**config.mk**
```make
export PLATFORM = sky130hd
export DESIGN_NAME = xlate_fault_reporter
export DESIGN_NICKNAME = d
export VERILOG_FILES = /design/src/rtl/xfr_pkg.sv /design/src/rtl/xfr_capture.sv /design/src/rtl/xfr_regport.sv /design/src/rtl/xlate_fault_reporter.sv
export SDC_FILE = /design/constraint.sdc
export NUM_CORES = 1
export LEC_CHECK = 0
export ABC_AREA = 1
export ABC_CLOCK_PERIOD_IN_PS = 2210
export BUFFER_PORTS_ARGS = -buffer_cell sky130_fd_sc_hd__buf_4
export CAP_MARGIN = 40
export CORE_MARGIN = 2
export CORE_UTILIZATION = 46
export CTS_CLUSTER_DIAMETER = 120
export DETAILED_ROUTE_END_ITERATION = 16
export MAX_ROUTING_LAYER = met4
export PLACE_DENSITY_LB_ADDON = 0.3
export RECOVER_POWER = 50
export SLEW_MARGIN = 30
export SYNTH_ARGS = -nofsm -noshare
export SYNTH_HDL_FRONTEND = slang
export SYNTH_HIERARCHICAL = 1
export SYNTH_SLANG_ARGS = --single-unit
export TNS_END_PERCENT = 1
```
**constraint.sdc**
```tcl
create_clock -name clk -period 2.21 [get_ports clk]
set_input_delay 0.5525 -clock clk [delete_from_list [all_inputs] [get_ports clk]]
set_output_delay 0.5525 -clock clk [all_outputs]
set_load 0.005 [all_outputs]
```
**src/rtl/xfr_pkg.sv**
```systemverilog
package xfr_pkg;

    localparam int WORD_W      = 64;
    localparam int TYPE_W      = 3;
    localparam int BUS_W       = 8;
    localparam int DEVFN_W     = 8;
    localparam int DA_W        = 32;
    localparam int CTL_FLD_W   = 12;
    localparam int CTL_FLD_LSB = 10;

    // status word layout
    localparam int PEND_BIT    = 63;
    localparam int ACK_BIT     = 62;
    localparam int TYPE_LSB    = 59;
    localparam int OVF_BIT     = 58;
    localparam int BUS_LSB     = 45;
    localparam int DEVFN_LSB   = 37;
    localparam int DA_LSB      = 0;

    // control word layout
    localparam int ENABLE_BIT  = 63;

    // fault class acknowledged with the pending bit alone
    localparam logic [TYPE_W-1:0] TYPE_SELF_ACK = 3'd3;

    // register word offsets
    localparam int OFS_STATUS  = 0;
    localparam int OFS_CTRL    = 1;
    localparam int OFS_FLUSH0  = 2;
    localparam int NUM_FLUSH   = 3;

    typedef enum logic {
        ST_IDLE,
        ST_PENDING
    } fault_state_t;

    typedef struct packed {
        logic [TYPE_W-1:0]  ftype;
        logic [BUS_W-1:0]   bus;
        logic [DEVFN_W-1:0] devfn;
        logic [DA_W-1:0]    addr;
    } fault_rec_t;

endpackage

```
**src/rtl/xfr_capture.sv**
```systemverilog
module xfr_capture
    import xfr_pkg::*;
(
    input  logic       clk,
    input  logic       rst_n,
    input  logic       flt_valid,
    input  fault_rec_t flt_in,
    input  logic       stat_wr,
    input  logic       wr_pend_bit,
    input  logic       wr_ack_bit,
    output logic       pend,
    output logic       ovf,
    output logic       ack_ok,
    output fault_rec_t rec
);

    fault_state_t state_q;
    fault_state_t state_d;
    logic         load;
    logic         self_ack_class;

    assign pend           = (state_q == ST_PENDING);
    assign self_ack_class = (rec.ftype == TYPE_SELF_ACK);

    // acknowledge pattern depends on the held class
    assign ack_ok = stat_wr && pend && wr_pend_bit &&
                    (self_ack_class ? !wr_ack_bit : wr_ack_bit);

    assign load = flt_valid && ((state_q == ST_IDLE) || ack_ok);

    // next-state logic
    always_comb begin
        state_d = state_q;
        unique case (state_q)
            ST_IDLE: begin
                if (flt_valid) state_d = ST_PENDING;        // capture
            end
            ST_PENDING: begin
                if (ack_ok && !flt_valid) state_d = ST_IDLE; // acknowledge
                // ack_ok && flt_valid: refill, stay pending
            end
        endcase
    end

    // state register
    always_ff @(posedge clk) begin
        if (!rst_n) state_q <= ST_IDLE;
        else        state_q <= state_d;
    end

    // record and overflow
    always_ff @(posedge clk) begin
        if (!rst_n) begin
            rec <= '0;
            ovf <= 1'b0;
        end else if (load) begin
            rec <= flt_in;
            ovf <= 1'b0;
        end else if (ack_ok) begin
            rec <= '0;
            ovf <= 1'b0;
        end else if (pend && flt_valid) begin
            ovf <= 1'b1;
        end
    end

endmodule

```
**src/rtl/xfr_regport.sv**
```systemverilog
module xfr_regport
    import xfr_pkg::*;
#(
    parameter int ADDR_W = 3
) (
    input  logic                 clk,
    input  logic                 rst_n,
    input  logic                 reg_wr,
    input  logic [ADDR_W-1:0]    reg_addr,
    input  logic [WORD_W-1:0]    reg_wdata,
    input  logic                 pend,
    input  logic                 ovf,
    input  fault_rec_t           rec,
    output logic [WORD_W-1:0]    reg_rdata,
    output logic                 stat_wr,
    output logic                 ctl_en,
    output logic [NUM_FLUSH-1:0] flush_q
);

    logic                 ctl_wr;
    logic [CTL_FLD_W-1:0] ctl_fld_q;
    logic [WORD_W-1:0]    stat_word;
    logic [WORD_W-1:0]    ctl_word;

    assign stat_wr = reg_wr && (reg_addr == ADDR_W'(OFS_STATUS));
    assign ctl_wr  = reg_wr && (reg_addr == ADDR_W'(OFS_CTRL));

    always_ff @(posedge clk) begin
        if (!rst_n) begin
            ctl_en    <= 1'b0;
            ctl_fld_q <= '0;
        end else if (ctl_wr) begin
            ctl_en    <= reg_wdata[ENABLE_BIT];
            ctl_fld_q <= reg_wdata[CTL_FLD_LSB +: CTL_FLD_W];
        end
    end

    // one registered strobe per flush offset
    for (genvar g = 0; g < NUM_FLUSH; g++) begin : g_flush
        logic strobe_q;
        always_ff @(posedge clk) begin
            if (!rst_n) strobe_q <= 1'b0;
            else        strobe_q <= reg_wr && (reg_addr == ADDR_W'(OFS_FLUSH0 + g));
        end
        assign flush_q[g] = strobe_q;
    end

    always_comb begin
        stat_word                           = '0;
        stat_word[PEND_BIT]                 = pend;
        stat_word[OVF_BIT]                  = ovf;
        stat_word[TYPE_LSB  +: TYPE_W]      = rec.ftype;
        stat_word[BUS_LSB   +: BUS_W]       = rec.bus;
        stat_word[DEVFN_LSB +: DEVFN_W]     = rec.devfn;
        stat_word[DA_LSB    +: DA_W]        = rec.addr;
    end

    always_comb begin
        ctl_word                            = '0;
        ctl_word[ENABLE_BIT]                = ctl_en;
        ctl_word[CTL_FLD_LSB +: CTL_FLD_W]  = ctl_fld_q;
    end

    always_comb begin
        if (reg_addr == ADDR_W'(OFS_STATUS))    reg_rdata = stat_word;
        else if (reg_addr == ADDR_W'(OFS_CTRL)) reg_rdata = ctl_word;
        else                                    reg_rdata = '0;
    end

endmodule

```
**src/rtl/xlate_fault_reporter.sv**
```systemverilog
module xlate_fault_reporter
    import xfr_pkg::*;
#(
    parameter int ADDR_W = 3
) (
    input  logic                clk,
    input  logic                rst_n,
    input  logic                flt_valid,
    input  logic [TYPE_W-1:0]   flt_type,
    input  logic [BUS_W-1:0]    flt_bus,
    input  logic [DEVFN_W-1:0]  flt_devfn,
    input  logic [DA_W-1:0]     flt_addr,
    input  logic                reg_wr,
    input  logic [ADDR_W-1:0]   reg_addr,
    input  logic [WORD_W-1:0]   reg_wdata,
    output logic [WORD_W-1:0]   reg_rdata,
    output logic                irq,
    output logic                flush_dev_tlb,
    output logic                flush_page_tlb,
    output logic                flush_walk_cache
);

    fault_rec_t           flt_in;
    fault_rec_t           cap_rec;
    logic                 pend;
    logic                 ovf;
    logic                 ack_ok;
    logic                 stat_wr;
    logic                 ctl_en;
    logic [NUM_FLUSH-1:0] flush_q;

    assign flt_in = '{ftype: flt_type, bus: flt_bus, devfn: flt_devfn, addr: flt_addr};

    xfr_capture u_capture (
        .clk         (clk),
        .rst_n       (rst_n),
        .flt_valid   (flt_valid),
        .flt_in      (flt_in),
        .stat_wr     (stat_wr),
        .wr_pend_bit (reg_wdata[PEND_BIT]),
        .wr_ack_bit  (reg_wdata[ACK_BIT]),
        .pend        (pend),
        .ovf         (ovf),
        .ack_ok      (ack_ok),
        .rec         (cap_rec)
    );

    xfr_regport #(.ADDR_W(ADDR_W)) u_regport (
        .clk       (clk),
        .rst_n     (rst_n),
        .reg_wr    (reg_wr),
        .reg_addr  (reg_addr),
        .reg_wdata (reg_wdata),
        .pend      (pend),
        .ovf       (ovf),
        .rec       (cap_rec),
        .reg_rdata (reg_rdata),
        .stat_wr   (stat_wr),
        .ctl_en    (ctl_en),
        .flush_q   (flush_q)
    );

    assign irq              = pend & ctl_en;
    assign flush_dev_tlb    = flush_q[0];
    assign flush_page_tlb   = flush_q[1];
    assign flush_walk_cache = flush_q[2];

endmodule

```
# --- Yosys cells after proc, flatten, opt, wreduce, memory -nomap -nowiden ---
# Cells that the tools add are included.
word_totals:
  wordCells: 44
  regBits: 69
classes:
  reduce_logical: 17
  eq_ne: 5
  bitwise: 3
  muxes: 8
op_table:
  columns: ["cell", "n"]
  rows:
  - ["64-bit two-way mux", 2]
  - ["51-bit two-way mux", 2]
  - ["1-bit logical AND", 11]
  - ["3-bit by 2-bit equality test with 1-bit output (second input constant)", 3]
  - ["3-bit by 1-bit equality test with 1-bit output (second input constant)", 1]
  - ["3-bit equality test (second input constant)", 1]
  - ["3-bit logical NOT", 1]
  - ["1-bit two-way mux", 3]
  - ["3-bit OR reduction", 1]
  - ["1-bit logical NOT", 2]
  - ["1-bit NOT", 2]
  - ["1-bit one-hot mux with 2 select lines", 1]
  - ["2-bit nonzero test", 1]
  - ["1-bit AND", 1]
  - ["1-bit logical OR", 1]

# --- Logic depth before layout (Yosys ltp) ---
# Gate-level depths: netlist of the first run.
logic_depth:
  depth_word: 8
  mapped_depth: 11

# --- Hierarchy ---
# The synthesis of the first run kept the hierarchy.
modules_own_cells:
  columns: ["module", "n_inst", "seq_area_each_um2", "cells_each", "area_each_um2"]
  rows:
  - ["xfr_capture", 1, 1061.0, 272, 2367.3]
  - ["xfr_regport", 1, 320.3, 243, 1427.6]
  - ["xlate_fault_reporter", 1, 0.0, 2, 7.5]

# --- Least setup slack after synthesis of the first run ---
# OpenSTA, ideal clock, no wires.
synth_timing:
  path_kind: "input -> register"
  start: "input reg_addr[0]"
  end: "register, netlist name u_capture/rec[31]"
  cell_stages: 11
  n_path_buf: 2
  setup_slack_ns: 0.418
  setup_time_ns: 0.059
  arrival_ns: 1.733
  t_required_ns: 2.151
  cell_sequence: "inv_2 > nand3_4 > buf_4 > nor2_1 > inv_2 > nor2_2 > nand3_4 > nand2_4 > buf_6 > nand3b_1 > nand2_1"
synth_via:
  elab_chain_cells: 8
  word_cells_on_any_way: 9
synth_rtl:
  columns: ["item", "line_no", "rtl"]
  rows:
  - ["start: declaration", "xlate_fault_reporter.sv:14", "input logic [ADDR_W-1:0] reg_addr,"]
  - ["3-bit logical NOT *", "xfr_regport.sv:25", "assign stat_wr = reg_wr && (reg_addr == ADDR_W'(OFS_STATUS));"]
  - ["1-bit logical AND *", "xfr_regport.sv:25", null]
  - ["net stat_wr", "xlate_fault_reporter.sv:28", "logic stat_wr;"]
  - ["1-bit logical AND * (3 in a row)", "xfr_capture.sv:26", "assign ack_ok = stat_wr && pend && wr_pend_bit &&"]
  - ["1-bit logical OR", "xfr_capture.sv:29", "assign load = flt_valid && ((state_q == ST_IDLE) || ack_ok);"]
  - ["1-bit logical AND", "xfr_capture.sv:29", null]
  - ["51-bit two-way mux or 2-bit nonzero test (tied branches)", null, null]
# The timed path passes the listed nets; every way through them passes the cells marked *.
# A chain may end at the register's enable or synchronous reset.

# --- Worst setup path in the final report of the first run ---
layout_timing:
  start: "input reg_addr[0]"
  end: "output reg_rdata[39]"
layout_via:
  elab_chain_cells: 2
layout_rtl:
  columns: ["item", "line_no", "rtl"]
  rows:
  - ["3-bit logical NOT", "xfr_regport.sv:65", "if (reg_addr == ADDR_W'(OFS_STATUS)) reg_rdata = stat_word;"]
  - ["64-bit two-way mux", "xfr_regport.sv:65", null]
  - ["end: declaration", "xlate_fault_reporter.sv:16", "output logic [WORD_W-1:0] reg_rdata,"]
# No other way between the ends.

==> reports/summary.txt, run 1 <==
Status = finished clean
Final hold violations = 0
DIE AREA = 9000 um^2
Post-route ant nets = 0
Power share of the combinational group = 0.154
Nets = 735
H-tree Lvls = 3
Share of post-route cells with drive strength above 1 = 0.288
Pin count of the biggest net entering global routing = 53
Internal reg-to-reg setup slack = 0.45 ns
IO Count = 190
Power Dens Cells = 577 nW/um^2
Iteration-0 DRC Markers = 189
Final worst slack = 0.178 ns
Synth Area per Inst = 7.36 um^2
Total negative setup slack = 0 ns
Worst r2r src = u_capture/pend
TritonCTS Buffers = 9
Vias = 3782
Fin. max-slew vios = 0
Clock slew at reported path FFs = 0.08 ns
Sequential Power Share = 0.479
Sink Count = 69
Leading cell type in the layout, fill and taps excluded = buf_4
Peak VDD IR = 0.342 mV
Clock tree buffer depth = 2
Gr ovfl total = 0
Rows = 33
R2R cell count = 7
Maximum fanout along the worst path = 30
Initial antenna violation count = 0
Min-delay src = reg_addr[0]
Yosys warns = 6
Pint = 2060 uW
Core footprint = 8090 um^2
CTS tree = done
Number of fill cells in the layout = 758
PortBufs = 128
Clock power share = 0.367
Tightest Pin Transition = 0.854 ns
Crit path launch type = input pin
Remaining DRCs = 0
FMAX = 0.492 GHz
Global placer's final weighted congestion = 0.815
LEAKAGE = 0.00228 uW
Root Driver = clkbuf_8
Max-cap violations = 0
ANT cells = 0
Relative slew slack = 0.430
Worst reg2reg endpoint = u_capture/rec[28]
Synthesis-to-layout area growth = 29.0%
Mapped Area = 3800 um^2
P_sw = 767 uW
Sw frac = 0.271
Required time of the critical path = 1.66 ns
DP HPWL = 6.48 mm
Hold path endpoint = u_regport/g_flush[0].strobe_q
Final period util = 0.920
Hold_buf cts = 0
# setup viols final = 0
Initial core utilization = 0.469
Global-route wire length before repair = 15.9 mm
Worst hold path class = in2reg
Gr usage total = 0.229
WP data arrival = 1.48 ns
Clock skew = 0.0116 ns
Post-cts sizing count = 0
Die H = 94.9 um
Crit end category = output pin
Worst slack, placed = 0.236 ns
Detailed-route wire length = 9.84 mm
Setup bufs post-CTS = 0
Number of global-route vias before repair = 3488
RSZ-0062 raised after global routing = no
DIE WIDTH = 94.9 um
Vias per cell = 5.23
WL per Instance = 13.6 um
Hold depth = 2
Crit path time final = 2.03 ns
Detailed Routing Iterations Pass 1 = 5
Synth Instances = 516
Util after Layout = 0.605
Setup Crit Path Kind = in2out
Clk_lat worst skew = 0.34 ns
Most frequent cells in the layout = buf_4 (130), nand2_1 (80), nor2_1 (71), inv_1 (70), dfxtp_1 (68)
per-stage QoR:
stage	instances	cell area (um^2)	hold slack (ns)	total power [uW]
2_1_floorplan	526	3840	0.452	1650
3_3_place_gp	707	4720	0.463	1810
3_5_place_dp	707	4720	0.481	1820
4_1_cts	723	4920	0.389	2860
5_1_grt	723	4900	0.377	2960
6_report	723	4900	0.398	2830
sequential cells by signal (all words and copies together), names as in the netlist:
register                    count
u_capture/rec                  51
u_capture/pend                  1
u_capture/ovf                   1
u_regport/ctl_fld_q            12
u_regport/ctl_en                1
u_regport/g_flush.strobe_q      3
cell type report:
type | count | area [um^2] | area share
Inverter | 75 | 282 | 0.0575
Clock buffer | 11 | 141 | 0.0289
Timing Repair Buffer | 143 | 1150 | 0.235
Tap cell | 105 | 131 | 0.0268
Clock inverter | 5 | 60.1 | 0.0123
Sequential cell | 69 | 1380 | 0.282
Multi-Input combinational cell | 315 | 1750 | 0.358
routing by layer:
layer,up-vias,part of all wire,track usage
met2,146,0.47,0.361
met4,0,0.013,0.0809
met1,1697,0.44,0.292
met3,14,0.071,0.0471
li1,1925,-,-
met5,-,0,-
how the worst max path moves through the flow:
stage,start,end,slack [ns],cells after the start
after floorplan,reg_addr[0],u_capture/rec[31],0.42,11
after global placement,reg_addr[0],u_capture/rec[23],0.25,11
after detailed placement,reg_addr[0],u_capture/rec[23],0.24,11
after CTS,reg_addr[2],reg_rdata[10],0.26,6
after global routing,reg_addr[0],reg_rdata[10],0.11,6
final,reg_addr[0],reg_rdata[39],0.18,6
critical path, cell delays in order:
cell and delay (ns):
buf_4 0.13, inv_1 0.16, nand3_4 0.14, buf_12 0.19
nor2_1 0.16, buf_4 0.14
power groups by stage:
stage                     Combinational [uW]  Clock, uW  Sequential (uW)
final                                    436       1040             1360
after global routing                     484       1120             1360
after CTS                                439       1070             1350
after detailed placement                 437          0             1380
after global placement                   431          0             1380
after floorplan                          285          0             1370
Power figures use the tool's default switching activity.
==> inputs of run 2 (changes only) <==
Settings changed: SETUP_SLACK_MARGIN from default to 0.5, TNS_END_PERCENT 1 to 30.
==> reports/summary.txt, run 2 (same netlist as run 1, synthesis figures left out) <==
Met2 Track Usage GR = 0.355
Peak VDD IR = 0.254 mV
Leading cell type in the layout, fill and taps excluded = buf_4
Core footprint = 8090 um^2
Pin count of the biggest net entering global routing = 54
Most frequent cells in the layout = buf_4 (127), nand2_1 (79), inv_1 (70), dfxtp_1 (69), nor2_1 (67)
Worst hold path class = in2reg
Setup bufs post-CTS = 0
Final period util = 0.889
Required time of the critical path = 1.66 ns
R2R cell count = 7
Clock slew at reported path FFs = 0.07 ns
Gr ovfl total = 0
FMAX = 0.509 GHz
Detailed Routing Iterations Pass 1 = 5
Sw frac = 0.277
CP Launch Point = reg_addr[2]
Sink Count = 69
Total Power = 2680 uW
Iteration-0 DRC Markers = 239
Worst reg2reg endpoint = u_capture/rec[30]
Fin. max-slew vios = 0
Power Dens Cells = 552 nW/um^2
TritonCTS Buffers = 9
Crit path launch type = input pin
CTS tree = done
Global-route wire length before repair = 15.7 mm
Synthesis-to-layout area growth = 27.8%
Relative slew slack = 0.372
Largest regs = u_capture/rec (51), u_regport/ctl_fld_q (12), u_regport/g_flush.strobe_q (3)
Global placer's final weighted congestion = 0.817
Clk_lat worst skew = 0.34 ns
Maximum fanout along the worst path = 22
IO Count = 190
Hold Slack = 0.407 ns
Final hold violations = 0
Number of global-route vias before repair = 3358
Hold depth = 2
Clock tree buffer depth = 2
Util after Layout = 0.600
Most used routing layer = met2
Sequential Power Share = 0.504
WP data arrival = 1.41 ns
Root Driver = clkbuf_8
Setup Crit Path Kind = in2out
ANT cells = 0
Total negative setup slack = 0 ns
# setup viols final = 0
Detailed-route wire length = 9.89 mm
H-tree Lvls = 3
Met3 GRT Util = 0.0439
Clock power share = 0.332
Vias = 3759
Post-cts sizing count = 5
Post-route ant nets = 0
Min-delay src = reg_addr[0]
DIE AREA = 9000 um^2
Initial core utilization = 0.469
Die H = 94.9 um
Crit path time final = 1.96 ns
Hold_buf cts = 0
Status = finished clean
Vias per cell = 5.23
PortBufs = 128
P_sw = 743 uW
RSZ-0062 raised after global routing = yes
Clock skew = 0.00861 ns
Crit end category = output pin
Nets = 732
Power share of the combinational group = 0.165
Share of post-route cells with drive strength above 1 = 0.290
Tightest Pin Transition = 0.942 ns
DIE WIDTH = 94.9 um
Met1 usage = 0.288
Initial antenna violation count = 0
Pint = 1930 uW
Internal reg-to-reg setup slack = 0.38 ns
DP HPWL = 6.36 mm
WL per Instance = 13.8 um
Max-cap violations = 0
Remaining DRCs = 0
Most flops, register = u_capture/rec
Worst r2r src = u_capture/rec[50]
Hold path endpoint = u_regport/g_flush[0].strobe_q
Number of flip-flops in the largest register = 51
LEAKAGE = 0.00226 uW
Gr usage total = 0.224
Rows = 33
[run 2: cell count changes in the layout (fill, tap and decap cells not counted), moves of 2 or more]
cell	before	now
nor2_2	0	4
clkbuf_2	3	1
buf_4	130	127
nor2_1	71	67
clkinv_4	2	0
clkbuf_4	2	4
[run 2: layout make-up]
class,count,area [um^2]
Multi-Input combinational cell,315,1770
Tap cell,105,131
Inverter,75,284
Fill cell,757,3240
Timing Repair Buffer,140,1130
Sequential cell,69,1380
Clock buffer,13,149
Clock inverter,2,10.0
[run 2: metrics by stage]
step / instances / setup WS, ns / instance area (um^2)
floorplan: 526 / 0.503 / 3850
global placement: 703 / 0.230 / 4660
detailed placement: 703 / 0.179 / 4660
CTS: 718 / 0.302 / 4840
global route: 719 / 0.142 / 4850
finish: 719 / 0.246 / 4850
[run 2: power by group through the flow]
stage	clock network (uW)	logic [uW]	registers, uW
final	888	441	1350
after global routing	951	489	1360
after CTS	895	438	1350
after detailed placement	0	432	1380
after global placement	0	425	1370
after floorplan	0	287	1370
[run 2: critical path: stages]
cell	delay (ns)
clkbuf_4	0.11
inv_1	0.13
nand3_4	0.14
buf_12	0.19
nor2_1	0.15
buf_4	0.14
[run 2: worst max-delay path by stage]
stage | endpoint | slack (ns) | cells after the start
after global routing | u_capture/rec[27] | 0.14 | 10
final | reg_rdata[61] | 0.25 | 6
after global placement | reg_rdata[38] | 0.23 | 6
after CTS | reg_rdata[11] | 0.30 | 6
after floorplan | u_capture/rec[31] | 0.50 | 11
after detailed placement | u_capture/rec[43] | 0.18 | 10
[run 2: metal layers]
| layer | wire, um | up-vias |
|---|---|---|
| li1 | - | 1909 |
| met1 | 4530 | 1734 |
| met2 | 4680 | 108 |
| met3 | 571 | 8 |
| met4 | 107 | 0 |
| met5 | 0 | - |
==> inputs of run 3 (changes only) <==
Settings changed: REMOVE_ABC_BUFFERS from default to 1, SETUP_SLACK_MARGIN 0.5 to default, SKIP_CTS_REPAIR_TIMING from default to 1.
==> reports/summary.txt, run 3 (same netlist as run 1, synthesis figures left out) <==
DP HPWL = 6.49 mm
Slowest-stage cell, CP = buf_4
Worst slack, placed = 0.234 ns
Multi-input gate area = 1760 um^2
Total Power = 2950 uW
P_sw = 757 uW
Tightest Pin Transition = 0.934 ns
Crit-path max cell delay = 0.30 ns
Initial core utilization = 0.469
Global placer's final weighted congestion = 0.761
Crit path launch type = input pin
Nets = 734
WL per Instance = 13.8 um
Crit path time final = 1.97 ns
Clock tree buffer depth = 2
Top delay family on crit path = buffers and inverters
Post-route ant nets = 0
Largest regs = u_capture/rec (51), u_regport/ctl_fld_q (12), u_regport/g_flush.strobe_q (3)
IO Count = 190
Sink Count = 69
Share of post-route cells with drive strength above 1 = 0.293
Setup Crit Path Kind = in2out
Bufs and invs on worst path = 4
Final worst slack = 0.240 ns
Pint = 2200 uW
Most flops, register = u_capture/rec
Vias = 3825
WP data arrival = 1.42 ns
Top cell by count, worst path = buf_4
DIE AREA = 9000 um^2
FMAX = 0.508 GHz
Worst hold path class = in2reg
Remaining DRCs = 0
Maximum fanout along the worst path = 29
CTS tree = done
Detailed-route wire length = 9.99 mm
Status = finished clean
Register area = 1380 um^2
Clock skew = 0.0103 ns
H-tree Lvls = 3
Relative slew slack = 0.378
Die H = 94.9 um
TritonCTS Buffers = 9
LEAKAGE = 0.00228 uW
Final hold violations = 0
RSZ-0062 raised after global routing = no
Max-cap violations = 0
Number of global-route vias before repair = 3398
Leading cell type in the layout, fill and taps excluded = buf_4
Peak VDD IR = 0.323 mV
Global-route wire length before repair = 15.6 mm
Root Driver = clkbuf_8
Final period util = 0.891
Rows = 33
PortBufs = 128
Gr usage total = 0.225
Clock slew at reported path FFs = 0.08 ns
Gr ovfl total = 0
Crit end category = output pin
Power Dens Cells = 604 nW/um^2
Sw frac = 0.256
Vias per cell = 5.30
ANT cells = 0
Iteration-0 DRC Markers = 197
Fin. max-slew vios = 0
Synthesis-to-layout area growth = 28.7%
Clk_lat worst skew = 0.34 ns
CP Cell Sequence = buf_4 > inv_2 > buf_4 > nand3_1 > o21ai_1 > buf_4
Pin count of the biggest net entering global routing = 54
Number of flip-flops in the largest register = 51
Most frequent cells in the layout = buf_4 (132), nand2_1 (79), nor2_1 (71), inv_1 (69), dfxtp_1 (68)
Sequential Power Share = 0.459
Clock power share = 0.394
Detailed Routing Iterations Pass 1 = 5
Required time of the critical path = 1.66 ns
Initial antenna violation count = 0
# setup viols final = 0
DIE WIDTH = 94.9 um
Number of fill cells in the layout = 740
Power share of the combinational group = 0.147
Core footprint = 8090 um^2
-- run 3: power by group through the flow --
stage	clock network, uW	registers, uW	logic [uW]
after floorplan	0	1380	175
after global placement	0	1380	430
after detailed placement	0	1380	437
after CTS	1190	1360	439
after global routing	1240	1360	479
final	1170	1360	434
-- run 3: area by class of cell --
type / instances / share of cell area
Inverter: 75 / 0.0576
Timing Repair Buffer: 142 / 0.227
Multi-Input combinational cell: 315 / 0.360
Sequential cell: 69 / 0.283
Clock buffer: 12 / 0.0317
Clock inverter: 4 / 0.0143
Tap cell: 105 / 0.0269
-- run 3: worst reg2reg max path: stages, from the launching register on --
cell and delay, ns:
dfxtp_2 0.46, nand2_1 0.12, nor2_1 0.07, nand3_4 0.09
buf_2 0.73, o2111ai_1 0.27, nand2_1 0.12
-- run 3: path summary, 6_finish.rpt --
| path | start | endpoint | slack [ns] | cells past startpoint |
|---|---|---|---|---|
| worst min register to register | u_regport/ctl_fld_q[10] | u_regport/ctl_fld_q[10] | 0.49 | 2 |
| worst max register to register | u_capture/pend | u_capture/rec[26] | 0.31 | 6 |
| worst max-delay path | reg_addr[2] | reg_rdata[10] | 0.24 | 6 |
| worst min-delay path | reg_addr[0] | u_regport/g_flush[0].strobe_q | 0.40 | 2 |
-- run 3: through the flow --
stage          instances  TNS [ns]  hold WS [ns]  utilization  area [um^2]
2_1_floorplan        459    -27.60         0.452            -         3430
3_3_place_gp         706         0         0.463        0.579         4690
4_1_cts              722         0         0.392        0.607         4910
3_5_place_dp         706         0         0.477        0.579         4690
6_report             722         0         0.404        0.604         4890
5_1_grt              722         0         0.392        0.604         4890
-- run 3: layer usage --
| layer | track usage | routed length, um | vias up |
|---|---|---|---|
| met5 | - | 0 | - |
| met4 | 0.0821 | 42 | 0 |
| met3 | 0.0383 | 698 | 4 |
| met2 | 0.355 | 4730 | 135 |
| met1 | 0.291 | 4530 | 1764 |
| li1 | - | - | 1922 |
